===== config.mk =====
export PLATFORM = sky130hd
export DESIGN_NAME = wb_stride_mover
export DESIGN_NICKNAME = d
export VERILOG_FILES = /design/src/rtl/wbm_pkg.sv /design/src/rtl/wbm_stride_addr.sv /design/src/rtl/wbm_regbank.sv /design/src/rtl/wbm_engine.sv /design/src/rtl/wb_stride_mover.sv
export SDC_FILE = /design/constraint.sdc
export NUM_CORES = 1
export LEC_CHECK = 0
export ABC_AREA = 1
export BUFFER_PORTS_ARGS = -buffer_cell sky130_fd_sc_hd__buf_2
export CAP_MARGIN = 20
export CORE_AREA = 3 3 183 185
export CTS_CLUSTER_DIAMETER = 200
export CTS_CLUSTER_SIZE = 12
export DETAILED_ROUTE_END_ITERATION = 10
export DIE_AREA = 0 0 186 188
export PLACE_DENSITY_LB_ADDON = 0.08
export SLEW_MARGIN = 25
export SYNTH_ARGS = -nofsm -noshare
export SYNTH_HDL_FRONTEND = slang
export SYNTH_SLANG_ARGS = --single-unit

===== constraint.sdc =====
create_clock -name clk -period 2.4 [get_ports clk]
set_input_delay 0.48 -clock clk [delete_from_list [all_inputs] [get_ports clk]]
set_output_delay 0.48 -clock clk [all_outputs]
set_load 0.05 [all_outputs]

===== src/rtl/wbm_pkg.sv =====
package wbm_pkg;

  localparam logic [2:0] REG_SRC   = 3'd0;
  localparam logic [2:0] REG_DST   = 3'd1;
  localparam logic [2:0] REG_STEP  = 3'd2;
  localparam logic [2:0] REG_CNT   = 3'd3;
  localparam logic [2:0] REG_CTRL  = 3'd4;
  localparam logic [2:0] REG_MOVED = 3'd5;

  localparam int CTRL_START   = 0;
  localparam int CTRL_DONE_CL = 1;
  localparam int CTRL_ERR_CL  = 2;

  typedef enum logic [1:0] {
    ENG_IDLE  = 2'd0,
    ENG_SETUP = 2'd1,
    ENG_READ  = 2'd2,
    ENG_WRITE = 2'd3
  } eng_state_t;

endpackage


===== src/rtl/wbm_stride_addr.sv =====
module wbm_stride_addr #(
  parameter int AW = 32,
  parameter int SW = 16
) (
  input  logic          clk,
  input  logic          rst,
  input  logic          load,
  input  logic [AW-1:0] base,
  input  logic [SW-1:0] step,
  input  logic          advance,
  output logic [AW-1:0] addr
);

  localparam int EXT = AW - SW;

  logic [SW-1:0] step_q;
  logic [AW-1:0] step_ext;

  assign step_ext = {{EXT{step_q[SW-1]}}, step_q};

  always_ff @(posedge clk) begin
    if (rst) begin
      addr   <= '0;
      step_q <= '0;
    end else if (load) begin
      addr   <= base;
      step_q <= step;
    end else if (advance) begin
      addr   <= addr + step_ext;
    end
  end

endmodule


===== src/rtl/wbm_regbank.sv =====
module wbm_regbank
  import wbm_pkg::*;
#(
  parameter int AW = 32,
  parameter int DW = 32,
  parameter int CW = 16,
  parameter int SW = 16
) (
  input  logic          clk,
  input  logic          rst,
  input  logic          cfg_we,
  input  logic [2:0]    cfg_addr,
  input  logic [DW-1:0] cfg_wdata,
  output logic [DW-1:0] cfg_rdata,
  input  logic          fin_ok,
  input  logic          fin_err,
  input  logic [CW-1:0] moved,
  output logic          start,
  output logic [AW-1:0] src_base,
  output logic [AW-1:0] dst_base,
  output logic [SW-1:0] src_step,
  output logic [SW-1:0] dst_step,
  output logic [CW-1:0] count,
  output logic          busy
);

  localparam int STEPS_W = 2 * SW;

  logic          done_q;
  logic          error_q;
  logic          ctrl_wr;
  logic [DW-1:0] rd_next;

  assign ctrl_wr = cfg_we && (cfg_addr == REG_CTRL);
  assign start   = ctrl_wr && cfg_wdata[CTRL_START] && !busy;

  always_comb begin
    case (cfg_addr)
      REG_SRC:   rd_next = DW'(src_base);
      REG_DST:   rd_next = DW'(dst_base);
      REG_STEP:  rd_next = DW'({dst_step, src_step});
      REG_CNT:   rd_next = DW'(count);
      REG_CTRL:  rd_next = DW'({error_q, done_q, busy});
      REG_MOVED: rd_next = DW'(moved);
      default:   rd_next = '0;
    endcase
  end

  always_ff @(posedge clk) begin
    if (rst) begin
      src_base  <= '0;
      dst_base  <= '0;
      src_step  <= '0;
      dst_step  <= '0;
      count     <= '0;
      busy      <= 1'b0;
      done_q    <= 1'b0;
      error_q   <= 1'b0;
      cfg_rdata <= '0;
    end else begin
      if (cfg_we) begin
        case (cfg_addr)
          REG_SRC:  src_base <= cfg_wdata[AW-1:0];
          REG_DST:  dst_base <= cfg_wdata[AW-1:0];
          REG_STEP: begin
            src_step <= cfg_wdata[SW-1:0];
            dst_step <= cfg_wdata[STEPS_W-1:SW];
          end
          REG_CNT:  count <= cfg_wdata[CW-1:0];
          default: ;
        endcase
      end
      if (start) begin
        busy    <= 1'b1;
        done_q  <= 1'b0;
        error_q <= 1'b0;
      end else begin
        if (fin_ok) begin
          busy   <= 1'b0;
          done_q <= 1'b1;
        end else if (ctrl_wr && cfg_wdata[CTRL_DONE_CL]) begin
          done_q <= 1'b0;
        end
        if (fin_err) begin
          busy    <= 1'b0;
          error_q <= 1'b1;
        end else if (ctrl_wr && cfg_wdata[CTRL_ERR_CL]) begin
          error_q <= 1'b0;
        end
      end
      cfg_rdata <= rd_next;
    end
  end

endmodule


===== src/rtl/wbm_engine.sv =====
module wbm_engine
  import wbm_pkg::*;
#(
  parameter int AW = 32,
  parameter int DW = 32,
  parameter int CW = 16
) (
  input  logic            clk,
  input  logic            rst,
  input  logic            start,
  input  logic [CW-1:0]   count_in,
  input  logic [AW-1:0]   src_addr,
  input  logic [AW-1:0]   dst_addr,
  output logic            advance,
  output logic            wb_cyc_o,
  output logic            wb_stb_o,
  output logic            wb_we_o,
  output logic [AW-1:0]   wb_adr_o,
  output logic [DW/8-1:0] wb_sel_o,
  output logic [DW-1:0]   wb_dat_o,
  input  logic [DW-1:0]   wb_dat_i,
  input  logic            wb_ack_i,
  input  logic            wb_err_i,
  output logic            fin_ok,
  output logic            fin_err,
  output logic [CW-1:0]   moved,
  output logic [CW-1:0]   cnt_lat
);

  localparam logic [CW-1:0] ONE = CW'(1);

  eng_state_t    state_q;
  logic          on_bus;
  logic [CW-1:0] moved_inc;

  assign on_bus    = (state_q == ENG_READ) || (state_q == ENG_WRITE);
  assign moved_inc = moved + ONE;
  assign advance   = (state_q == ENG_WRITE) && wb_ack_i && !wb_err_i;

  always_ff @(posedge clk) begin
    if (rst) begin
      state_q  <= ENG_IDLE;
      wb_cyc_o <= 1'b0;
      wb_stb_o <= 1'b0;
      wb_we_o  <= 1'b0;
      wb_adr_o <= '0;
      wb_sel_o <= '0;
      wb_dat_o <= '0;
      fin_ok   <= 1'b0;
      fin_err  <= 1'b0;
      moved    <= '0;
      cnt_lat  <= '0;
    end else begin
      fin_ok  <= 1'b0;
      fin_err <= 1'b0;
      if (on_bus && wb_err_i) begin
        wb_cyc_o <= 1'b0;
        wb_stb_o <= 1'b0;
        wb_we_o  <= 1'b0;
        wb_sel_o <= '0;
        fin_err  <= 1'b1;
        state_q  <= ENG_IDLE;
      end else begin
        case (state_q)
          ENG_IDLE: begin
            if (start) begin
              cnt_lat <= count_in;
              moved   <= '0;
              if (count_in == '0) fin_ok <= 1'b1;
              else                state_q <= ENG_SETUP;
            end
          end
          ENG_SETUP: begin
            wb_cyc_o <= 1'b1;
            wb_stb_o <= 1'b1;
            wb_we_o  <= 1'b0;
            wb_sel_o <= '1;
            wb_adr_o <= src_addr;
            state_q  <= ENG_READ;
          end
          ENG_READ: begin
            if (wb_ack_i) begin
              wb_we_o  <= 1'b1;
              wb_adr_o <= dst_addr;
              wb_dat_o <= wb_dat_i;
              state_q  <= ENG_WRITE;
            end
          end
          ENG_WRITE: begin
            if (wb_ack_i) begin
              wb_cyc_o <= 1'b0;
              wb_stb_o <= 1'b0;
              wb_we_o  <= 1'b0;
              wb_sel_o <= '0;
              moved    <= moved_inc;
              if (moved_inc == cnt_lat) begin
                fin_ok  <= 1'b1;
                state_q <= ENG_IDLE;
              end else begin
                state_q <= ENG_SETUP;
              end
            end
          end
          default: state_q <= ENG_IDLE;
        endcase
      end
    end
  end

endmodule


===== src/rtl/wb_stride_mover.sv =====
module wb_stride_mover
  import wbm_pkg::*;
#(
  parameter int AW = 32,
  parameter int DW = 32,
  parameter int CW = 16,
  parameter int SW = 16
) (
  input  logic            clk,
  input  logic            rst,
  input  logic            cfg_we,
  input  logic [2:0]      cfg_addr,
  input  logic [DW-1:0]   cfg_wdata,
  output logic [DW-1:0]   cfg_rdata,
  output logic            wb_cyc_o,
  output logic            wb_stb_o,
  output logic            wb_we_o,
  output logic [AW-1:0]   wb_adr_o,
  output logic [DW/8-1:0] wb_sel_o,
  output logic [DW-1:0]   wb_dat_o,
  input  logic [DW-1:0]   wb_dat_i,
  input  logic            wb_ack_i,
  input  logic            wb_err_i
);

  localparam int SIDES = 2;

  logic          start;
  logic          busy;
  logic          fin_ok;
  logic          fin_err;
  logic          advance;
  logic [CW-1:0] moved;
  logic [CW-1:0] count;
  logic [CW-1:0] cnt_lat;
  logic [AW-1:0] src_base, dst_base;
  logic [SW-1:0] src_step, dst_step;

  logic [AW-1:0] base_a [SIDES];
  logic [SW-1:0] step_a [SIDES];
  logic [AW-1:0] addr_a [SIDES];

  assign base_a[0] = src_base;
  assign base_a[1] = dst_base;
  assign step_a[0] = src_step;
  assign step_a[1] = dst_step;

  wbm_regbank #(.AW(AW), .DW(DW), .CW(CW), .SW(SW)) u_regs (
    .clk       (clk),
    .rst       (rst),
    .cfg_we    (cfg_we),
    .cfg_addr  (cfg_addr),
    .cfg_wdata (cfg_wdata),
    .cfg_rdata (cfg_rdata),
    .fin_ok    (fin_ok),
    .fin_err   (fin_err),
    .moved     (moved),
    .start     (start),
    .src_base  (src_base),
    .dst_base  (dst_base),
    .src_step  (src_step),
    .dst_step  (dst_step),
    .count     (count),
    .busy      (busy)
  );

  for (genvar g = 0; g < SIDES; g++) begin : g_side
    wbm_stride_addr #(.AW(AW), .SW(SW)) u_addr (
      .clk     (clk),
      .rst     (rst),
      .load    (start),
      .base    (base_a[g]),
      .step    (step_a[g]),
      .advance (advance),
      .addr    (addr_a[g])
    );
  end

  wbm_engine #(.AW(AW), .DW(DW), .CW(CW)) u_eng (
    .clk      (clk),
    .rst      (rst),
    .start    (start),
    .count_in (count),
    .src_addr (addr_a[0]),
    .dst_addr (addr_a[1]),
    .advance  (advance),
    .wb_cyc_o (wb_cyc_o),
    .wb_stb_o (wb_stb_o),
    .wb_we_o  (wb_we_o),
    .wb_adr_o (wb_adr_o),
    .wb_sel_o (wb_sel_o),
    .wb_dat_o (wb_dat_o),
    .wb_dat_i (wb_dat_i),
    .wb_ack_i (wb_ack_i),
    .wb_err_i (wb_err_i),
    .fin_ok   (fin_ok),
    .fin_err  (fin_err),
    .moved    (moved),
    .cnt_lat  (cnt_lat)
  );

endmodule


Yosys cells after proc, flatten, opt, wreduce, memory -nomap -nowiden
Index checks and enable logic that the tools add are counted.
Cells by class
  equality and inequality tests: 13
  bitwise gates (word level): 1
  $add $sub $neg: 3
  reduce and logical (&&, ||, !) cells: 35
  mux-type cells: 35
Operator list (count)
  $pmux W32 S6: 1
  $mux W32: 5
  $add A32 B32 Y32: 2
  $pmux W32 S2: 1
  $mux W16: 2
  $pmux W16 S2: 1
  $add A16 B1 Y16 const B: 1
  $eq A16 B16 Y1: 1
  $logic_not A16 Y1: 1
  $mux W1: 15
  $reduce_and A3 Y1: 4
  $reduce_bool A2 Y1: 6
  $reduce_and A2 Y1: 5
  $logic_and A1 B1 Y1: 8
  $mux W2: 4
  $ne A2 B2 Y1 const B: 4
  $pmux W2 S4: 1
  $pmux W4 S2: 1
  $reduce_and A4 Y1: 2
  $eq A3 B2 Y1 const B: 2
  $eq A3 B3 Y1 const B: 2
  $reduce_bool A3 Y1: 2
  $eq A2 B2 Y1 const B: 2
  $mux W4: 1
  other kinds (10): 13
Storage, ports and cells
  input bits: 72
  output and inout port bits: 103
  bits in registers: 349

Depth between registers and ports, before layout
Gate-level depths: netlist of run 1.
  word-level depth: 6
  gate-level depth with buffers: 16

Hierarchy
A second synthesis of run 1 with hierarchy kept.
Unflattened totals
  cell total of the unflattened synthesis: 2963
  area total of the unflattened synthesis: 19174.6 µm²
By module, submodules not included
  wbm_stride_addr: area an instance 4196.5 µm², instances 2, seq. area each 960.9 µm², cells each 706
  wbm_regbank: area an instance 5875.6 µm², instances 1, seq. area each 2942.8 µm², cells each 829
  wbm_engine: area an instance 4906.0 µm², instances 1, seq. area each 2042.0 µm², cells each 722

Least setup slack after synthesis of run 1
OpenSTA, ideal clock, no wires.
  path kind: reg-to-reg
  start point: register g_side[1].u_addr.addr[0]
  end point: register g_side[1].u_addr.addr[30]
  arrival time: 2.045 ns
  required time: 2.268 ns
  path slack: 0.223 ns
  library setup time: 0.132 ns
  period minus slack after synthesis: 2.177 ns
  cell stages (with the launch flop): 15
  path through: dfxtp_1 ha_1 inv_1 fa_1 nand3b_1 nand2_1 a21boi_0 o21bai_1 nand2_1 nand2_1 nand2_1 nand2_1 nand2_1 nand3_1 a21oi_1
On the way
  word-level cells in the longest chain between the ends: 3
Ends and longest elaborated chain
  start: declaration: line wbm_stride_addr.sv:11  | output logic [AW-1:0] addr
  start signal: assignment: line wbm_stride_addr.sv:26  | addr <= base;
  start signal: assignment: line wbm_stride_addr.sv:29  | addr <= addr + step_ext;
  $add A32 B32 Y32: line wbm_stride_addr.sv:29
  $mux W32: line wbm_stride_addr.sv:28  | end else if (advance) begin
  $mux W32: line wbm_stride_addr.sv:25  | end else if (load) begin
Every way passes these cells. The select of a mux whose other input is x is not followed.
A chain may end at the register's enable or synchronous reset.

Worst setup path after layout of run 1
  start point: register g_side[0].u_addr.addr[0]
  end point: register g_side[0].u_addr.addr[26]
On the way
  word-level cells in the longest chain between the ends: 3
Ends and longest elaborated chain (line)
  start: declaration: wbm_stride_addr.sv:11
  start signal: assignment: wbm_stride_addr.sv:26
  start signal: assignment: wbm_stride_addr.sv:29
  $add A32 B32 Y32: wbm_stride_addr.sv:29
  $mux W32: wbm_stride_addr.sv:28
  $mux W32: wbm_stride_addr.sv:25
Every way passes these cells. The select of a mux whose other input is x is not followed.

==> metrics.md, run 1 <==
| Metric | Value |
|---|---|
| FF+latch count, synth | `345` |
| First-pass GRT wire length | `87.3 mm` |
| Clock Skew | `0.0177 ns` |
| Total number of vias | `17300` |
| Die area | `35000 µm²` |
| Clk pin slew, worst setup/hold paths | `0.07 ns` |
| CTS root buf | `clkbuf_16` |
| Minimum clock period | `2.26 ns` |
| Synth warn | `0` |
| 1st-pass router iterations | `6` |
| CP bufs+invs | `3` |
| Outcome | `complete, no violations` |
| Worst path slowest cell | `fa_1` |
| IO buf count | `174` |
| FMAX | `442 MHz` |
| CP arrival | `2.71 ns` |
| Final setup fails | `0` |
| Rel. slew slack | `0.482` |
| Final WL | `56.1 mm` |
| Post-route ant nets | `0` |
| Clock Latency Late Sink | `0.52 ns` |
| PwrDens | `693 nW/µm²` |
| Final hold violations | `0` |
| CTS Buf Count | `34` |
| Synth unique cells | `53` |
| Remaining DRCs | `0` |
| Critical-path cell list | `ha_1 -> inv_1 -> fa_1 -> inv_1 -> nand3_1 -> nand3_2 -> a21boi_2 -> o21ai_2 -> buf_4 -> nand2_1 -> nand2_1 -> xor2_1 -> nand2_1 -> a21oi_1` |
| Post-Syn Area | `17500 µm²` |
| Critical Path Fanout Max | `3` |
| Wire per inst | `18.5 µm` |
| Worst VDD drop | `0.000607 V` |
| Tot GR Track Use | `0.314` |
| Unrepaired setup endpoints after global routing | `no` |
| Cell repeated most along the worst path | `nand2_1` |
| Initial antenna violation count | `3` |
| Die Ht | `188 µm` |
| Final GP Congestion | `0.966` |
| Final Power | `13800 µW` |
| Depth of the CTS H-tree | `2` |
| ANT cells | `0` |
| CTS tree | `yes` |
| Number of synthesized flops with an enable pin | `0` |
| Leak | `0.00834 µW` |
| Largest net degree at the start of global routing | `140` |
| Core ar. | `32200 µm²` |
| Cells after Synth | `2482` |
| Tightest Hold Check Type | `in -> reg` |
| Max-cap violations | `0` |
| Sink Count | `345` |
| Vias per cell | `5.70` |
| Number of global-route vias before repair | `16200` |
| Area Overhead vs Synth | `13.4%` |
| Syn Area/Cell | `7.06 µm²` |
| Cell family with most CP delay | `adder cells` |
| Max stage delay on crit path | `0.40 ns` |
| Initial Util | `0.544` |
| Post-CTS Setup Bufs | `0` |
| Setup TNS | `0 ns` |
| CP Launch Type | `register` |
| Final net count | `2762` |
| 1st-iter DRT viols | `1353` |
| Share of the cycle needed by the critical path after routing | `0.942` |
| Asr flop ratio synth | `0` |
| Worst EP required | `2.84 ns` |
| Top-Level Pins | `175` |
| Critical Path End Type | `register` |
| Dominant synthesized flop cell | `dfxtp_1` |
| Hpwl dp | `41.9 mm` |
| Rows | `66` |
| Register area share after synthesis | `0.394` |
| GRT Residual Overflow | `0` |
| Chip Width | `186 µm` |
| CP Class | `reg -> reg` |
| Layout cells sized above 1 | `0.120` |
| Syn Nets | `2624` |
| Measured slew at the worst slew-check pin | `0.757 ns` |
| Clock buffer depth | `3` |
| Final Max Tran Viols | `0` |
## where the power goes
group	internal (µW)	switching (µW)	total [µW]
Sequential	6080	221	6300
Combinational	658	2070	2730
Clock	2580	2170	4740
Total	9310	4460	13800
## worst paths after layout
path | cells past startpoint | from | end | slack, ns
worst min register to register | 2 | u_eng.fin_ok$_SDFF_PP0_ | u_regs.done_q$_SDFFE_PP0P_ | 0.46
worst max register to register | 14 | g_side[0].u_addr.addr[0]$_SDFFE_PP0P_ | g_side[0].u_addr.addr[26]$_SDFFE_PP0P_ | 0.14
worst min-delay path | 3 | wb_dat_i[24] | u_eng.wb_dat_o[24]$_SDFFE_PP0P_ | 0.19
worst max-delay path | 14 | g_side[0].u_addr.addr[0]$_SDFFE_PP0P_ | g_side[0].u_addr.addr[26]$_SDFFE_PP0P_ | 0.14
## metal layers
metal	wire, µm	part of all wire	track usage
met3	4200	0.075	0.0586
met1	24500	0.44	0.424
met5	23	0.00041	0
met2	25100	0.45	0.498
met4	2290	0.041	0.121
## what timing repair did
| action | 4_1_cts | 5_1_grt |
|---|---|---|
| pin swaps | 1 | 3 |
| hold buffers | 0 | 0 |
| endpoints found under the setup margin | 1 | 28 |
| resized for setup | 1 | 19 |
## final cells by class
| class | instances | area [µm²] |
|---|---|---|
| flip-flops and latches | 345 | 6910 |
| clock inverters | 2 | 13.8 |
| clock buffers | 35 | 876 |
| fillers | 3009 | 12300 |
| well taps | 408 | 510 |
| inverters | 289 | 1090 |
| multi-input cells | 1719 | 9070 |
| repair buffers | 231 | 1410 |
## worst register-to-register path, cell delays in order (launching register included)
cell and delay, ns:
dfxtp_1 0.36, ha_1 0.19, inv_1 0.06, fa_1 0.40
inv_1 0.09, nand3_1 0.10, nand3_2 0.11, a21boi_2 0.08
o21ai_2 0.18, buf_4 0.15, nand2_1 0.04, nand2_1 0.08
xor2_1 0.15, nand2_1 0.07, a21oi_1 0.14
## cell usage in the layout, fill, tap and decap left out, types with 17 or more instances in the layout
cell type	netlist	final
nand2_1	443	439
dfxtp_1	345	343
inv_1	283	282
o21ai_0	285	282
nor2_1	257	257
a21oi_1	249	248
buf_2	25	173
nand3_1	84	83
ha_1	68	68
a211oi_1	55	55
a31oi_1	54	54
buf_4	8	49
o22ai_1	46	46
clkbuf_16	0	35
xor2_1	32	32
nand4_1	17	17
## Yosys cell counts, types with 6 or more instances
| library cell | instances | area [µm²] |
|---|---|---|
| nand2_1 | 443 | 1660 |
| dfxtp_1 | 345 | 6910 |
| o21ai_0 | 285 | 1430 |
| inv_1 | 283 | 1060 |
| nor2_1 | 257 | 965 |
| a21oi_1 | 249 | 1250 |
| clkbuf_1 | 89 | 334 |
| nand3_1 | 84 | 420 |
| ha_1 | 68 | 851 |
| a211oi_1 | 55 | 413 |
| a31oi_1 | 54 | 338 |
| o22ai_1 | 46 | 288 |
| xor2_1 | 32 | 280 |
| buf_2 | 25 | 125 |
| nand4_1 | 17 | 106 |
| nor3_1 | 17 | 85.1 |
| o21ai_1 | 12 | 60.1 |
| nand3b_1 | 10 | 75.1 |
| a21o_1 | 8 | 60.1 |
| buf_4 | 8 | 60.1 |
| nor2_2 | 7 | 43.8 |
| nor4_1 | 7 | 43.8 |
| xnor2_1 | 7 | 61.3 |
| a21boi_0 | 6 | 45.0 |
| a32oi_1 | 6 | 52.6 |
| buf_1 | 6 | 22.5 |
| o221ai_1 | 6 | 52.6 |
## stage by stage
step | hold slack (ns) | setup slack (ns) | cells | util | cell area [µm²]
after floorplan | 0.433 | 0.223 | 2482 | - | 17500
after global placement | 0.434 | 0.0701 | 2992 | 0.588 | 18900
after detailed placement | 0.448 | 0.0452 | 2992 | 0.588 | 18900
after CTS | 0.174 | 0.0320 | 3029 | 0.616 | 19800
after global routing | 0.194 | 0.00876 | 3029 | 0.617 | 19900
final | 0.188 | 0.138 | 3029 | 0.617 | 19900
## kinds of logic (layout without fill, tap and decap cells)
| family | after synthesis | after routing | synth area share |
|---|---|---|---|
| buf+inv | 418 | 557 | 0.0934 |
| fa+ha+maj | 70 | 70 | 0.0508 |
| xor+xnor | 39 | 39 | 0.0195 |
| flops | 345 | 345 | 0.394 |
| compound gates | 752 | 752 | 0.240 |
| simple gates | 858 | 858 | 0.202 |
## sequential cells by signal (all words and copies together), names as in the netlist, 16 cells and up
name and cells:
g_side.u_addr.addr 64, u_regs.src_base 32, g_side.u_addr.step_q 32, u_regs.src_step 16, u_regs.dst_base 32, u_eng.cnt_lat 16
u_eng.wb_adr_o 32, u_regs.count 16, u_eng.moved 16, u_eng.wb_dat_o 32, u_regs.dst_step 16, u_regs.cfg_rdata 32
(Power assumes the default switching activity.)
==> inputs of run 2 (changes only) <==
--- a/config.mk
+++ b/config.mk
@@ -6,6 +6,7 @@
 export NUM_CORES = 1
 export LEC_CHECK = 0
 export ABC_AREA = 1
+export ABC_CLOCK_PERIOD_IN_PS = 2800
 export BUFFER_PORTS_ARGS = -buffer_cell sky130_fd_sc_hd__buf_2
 export CAP_MARGIN = 20
 export CORE_AREA = 3 3 183 185
==> constraint.sdc (replaced) <==
create_clock -name clk -period 2.8 [get_ports clk]
set_input_delay 0.56 -clock clk [delete_from_list [all_inputs] [get_ports clk]]
set_output_delay 0.56 -clock clk [all_outputs]
set_load 0.05 [all_outputs]
==> run 2 against run 1 <==
  * Final cell count is 0.66% lower
  * Worst setup slack improved by 0.17 ns
  * Die area did not move
  * Clock skew up 0.0082 ns
==> metrics.md, run 2 (synthesis gave the netlist of run 1 again) <==
| Metric | Value |
|---|---|
| Critical Path End Type | `register` |
| Hold_buf cts | `0` |
| Area Overhead vs Synth | `12.0%` |
| Leak | `0.00820 µW` |
| 1st-iter DRT viols | `1420` |
| Tot GR Track Use | `0.317` |
| CTS root buf | `clkbuf_16` |
| Number of global-route vias before repair | `16500` |
| GRT Residual Overflow | `0` |
| Fillers | `3133` |
| ANT cells | `0` |
| Area of the multi-input gates | `9020 µm²` |
| R2r endpoint | `g_side[0].u_addr.addr[24]$_SDFFE_PP0P_` |
| IO buf count | `174` |
| Largest net degree at the start of global routing | `140` |
| R2R depth | `13` |
| Max FFs per register | `64` |
| Clock network power share | `0.347` |
| Chip Width | `186 µm` |
| Part of the power in combinational logic | `0.197` |
| Initial Util | `0.544` |
| Core ar. | `32200 µm²` |
| Worst VDD drop | `0.000499 V` |
| Final hold violations | `0` |
| CP startpoint | `g_side[0].u_addr.addr[0]$_SDFFE_PP0P_` |
| Largest Register | `g_side.u_addr.addr` |
| Final WL | `56.3 mm` |
| Switching pwr | `3890 µW` |
| Internal power | `7960 µW` |
| Final GP Congestion | `0.996` |
| Clock Latency Late Sink | `0.54 ns` |
| FF+latch area | `6910 µm²` |
| Total number of vias | `17400` |
| Max-cap violations | `0` |
| Setup WS post-layout | `0.305 ns` |
| Vias per cell | `5.78` |
| Layout cells sized above 1 | `0.108` |
| Post-CTS sizing | `0` |
| Clock Skew | `0.0259 ns` |
| Critical R2R Launch | `g_side[0].u_addr.addr[0]$_SDFFE_PP0P_` |
| Depth of the CTS H-tree | `2` |
| Clock buffer depth | `3` |
| Wire per inst | `18.7 µm` |
| CP Class | `reg -> reg` |
| Final setup fails | `0` |
| PwrDens | `603 nW/µm²` |
| Share of the cycle needed by the critical path after routing | `0.891` |
| Top-Level Pins | `175` |
| Dpl ws | `0.315 ns` |
| Seq pwr share | `0.456` |
| Rel. slew slack | `0.384` |
| Outcome | `complete, no violations` |
| Final Hold Slack | `0.260 ns` |
| Final net count | `2741` |
| Die area | `35000 µm²` |
| Remaining DRCs | `0` |
| Clk pin slew, worst setup/hold paths | `0.07 ns` |
| First-pass GRT wire length | `88.6 mm` |
| Reg2Reg Setup Slack | `0.31 ns` |
| Util after Layout | `0.610` |
| Net Sw Frac | `0.328` |
| Worst EP required | `3.17 ns` |
| Final Power | `11800 µW` |
| Worst Setup EP | `g_side[0].u_addr.addr[24]$_SDFFE_PP0P_` |
| Setup TNS | `0 ns` |
| Initial antenna violation count | `4` |
| 1st-pass router iterations | `5` |
| Commonest non-fill, non-tap cell in the layout | `nand2_1` |
| Tightest Hold Check Type | `in -> reg` |
| CP Launch Type | `register` |
| Post-route ant nets | `0` |
| Final Max Tran Viols | `0` |
| CTS tree | `yes` |
| Post-CTS Setup Bufs | `0` |
| CP arrival | `2.87 ns` |
| Most frequent cells in the layout | `442 x nand2_1, 345 x dfxtp_1, 285 x o21ai_0` |
| Rows | `66` |
| Critical Path Fanout Max | `3` |
| Die Ht | `188 µm` |
| Sink Count | `345` |
| Hpwl dp | `42.2 mm` |
| Measured slew at the worst slew-check pin | `0.922 ns` |
| CTS Buf Count | `34` |
| Minimum clock period | `2.49 ns` |
| FMAX | `401 MHz` |
| Unrepaired setup endpoints after global routing | `no` |
[run 2: area by class of cell]
type                       instances  share of cell area
multi-input combinational       1719               0.459
sequential                       345               0.352
timing repair buffer             210              0.0614
inverter                         289              0.0554
clock buffer                      34              0.0433
tap                              408              0.0260
clock inverter                     4             0.00325
[run 2: per-layer routing]
| layer | up-vias | share of wire | GRT usage | wire [µm] |
|---|---|---|---|---|
| li1 | 8537 | - | - | - |
| met1 | 8024 | 0.43 | 0.428 | 24200 |
| met2 | 680 | 0.45 | 0.514 | 25500 |
| met3 | 134 | 0.074 | 0.0464 | 4170 |
| met4 | 6 | 0.040 | 0.117 | 2270 |
| met5 | - | 0.00075 | 0 | 42 |
[run 2: stage by stage]
step                      cell area [µm²]  instances
final                               19600       3009
after global routing                19600       3009
after CTS                           19600       3009
after detailed placement            18700       2971
after global placement              18700       2971
after floorplan                     17500       2482
[run 2: worst min path at each step]
stage	slack [ns]	end	cells past startpoint	startpoint
finish	0.26	u_eng.wb_dat_o[15]$_SDFFE_PP0P_	3	wb_dat_i[15]
CTS	0.25	u_eng.wb_dat_o[16]$_SDFFE_PP0P_	3	wb_dat_i[16]
floorplan	0.43	u_regs.error_q$_SDFFE_PP0P_	2	u_eng.fin_err$_SDFF_PP0_
global route	0.27	u_eng.wb_dat_o[18]$_SDFFE_PP0P_	3	wb_dat_i[18]
detailed placement	0.44	u_eng.wb_we_o$_SDFFE_PP0P_	2	u_eng.wb_we_o$_SDFFE_PP0P_
global placement	0.44	u_eng.wb_we_o$_SDFFE_PP0P_	2	u_eng.wb_we_o$_SDFFE_PP0P_
[run 2: power by group through the flow]
stage                     Clock [µW]  Combinational, µW  Sequential [µW]
after floorplan                    0                965             6160
after global placement             0               2290             5490
after detailed placement           0               2320             5500
after CTS                       4160               2330             5400
after global routing            4360               2510             5430
final                           4110               2330             5410
[run 2: critical path: stages, from the launching register on]
cell,delay (ns)
dfxtp_1,0.35
ha_1,0.17
inv_1,0.06
fa_1,0.40
inv_1,0.07
nand3_1,0.07
nand3_1,0.16
a21boi_0,0.21
o21ai_0,0.40
nand4_1,0.17
nand2_1,0.10
nand2_1,0.05
nand3_1,0.07
a21oi_1,0.06
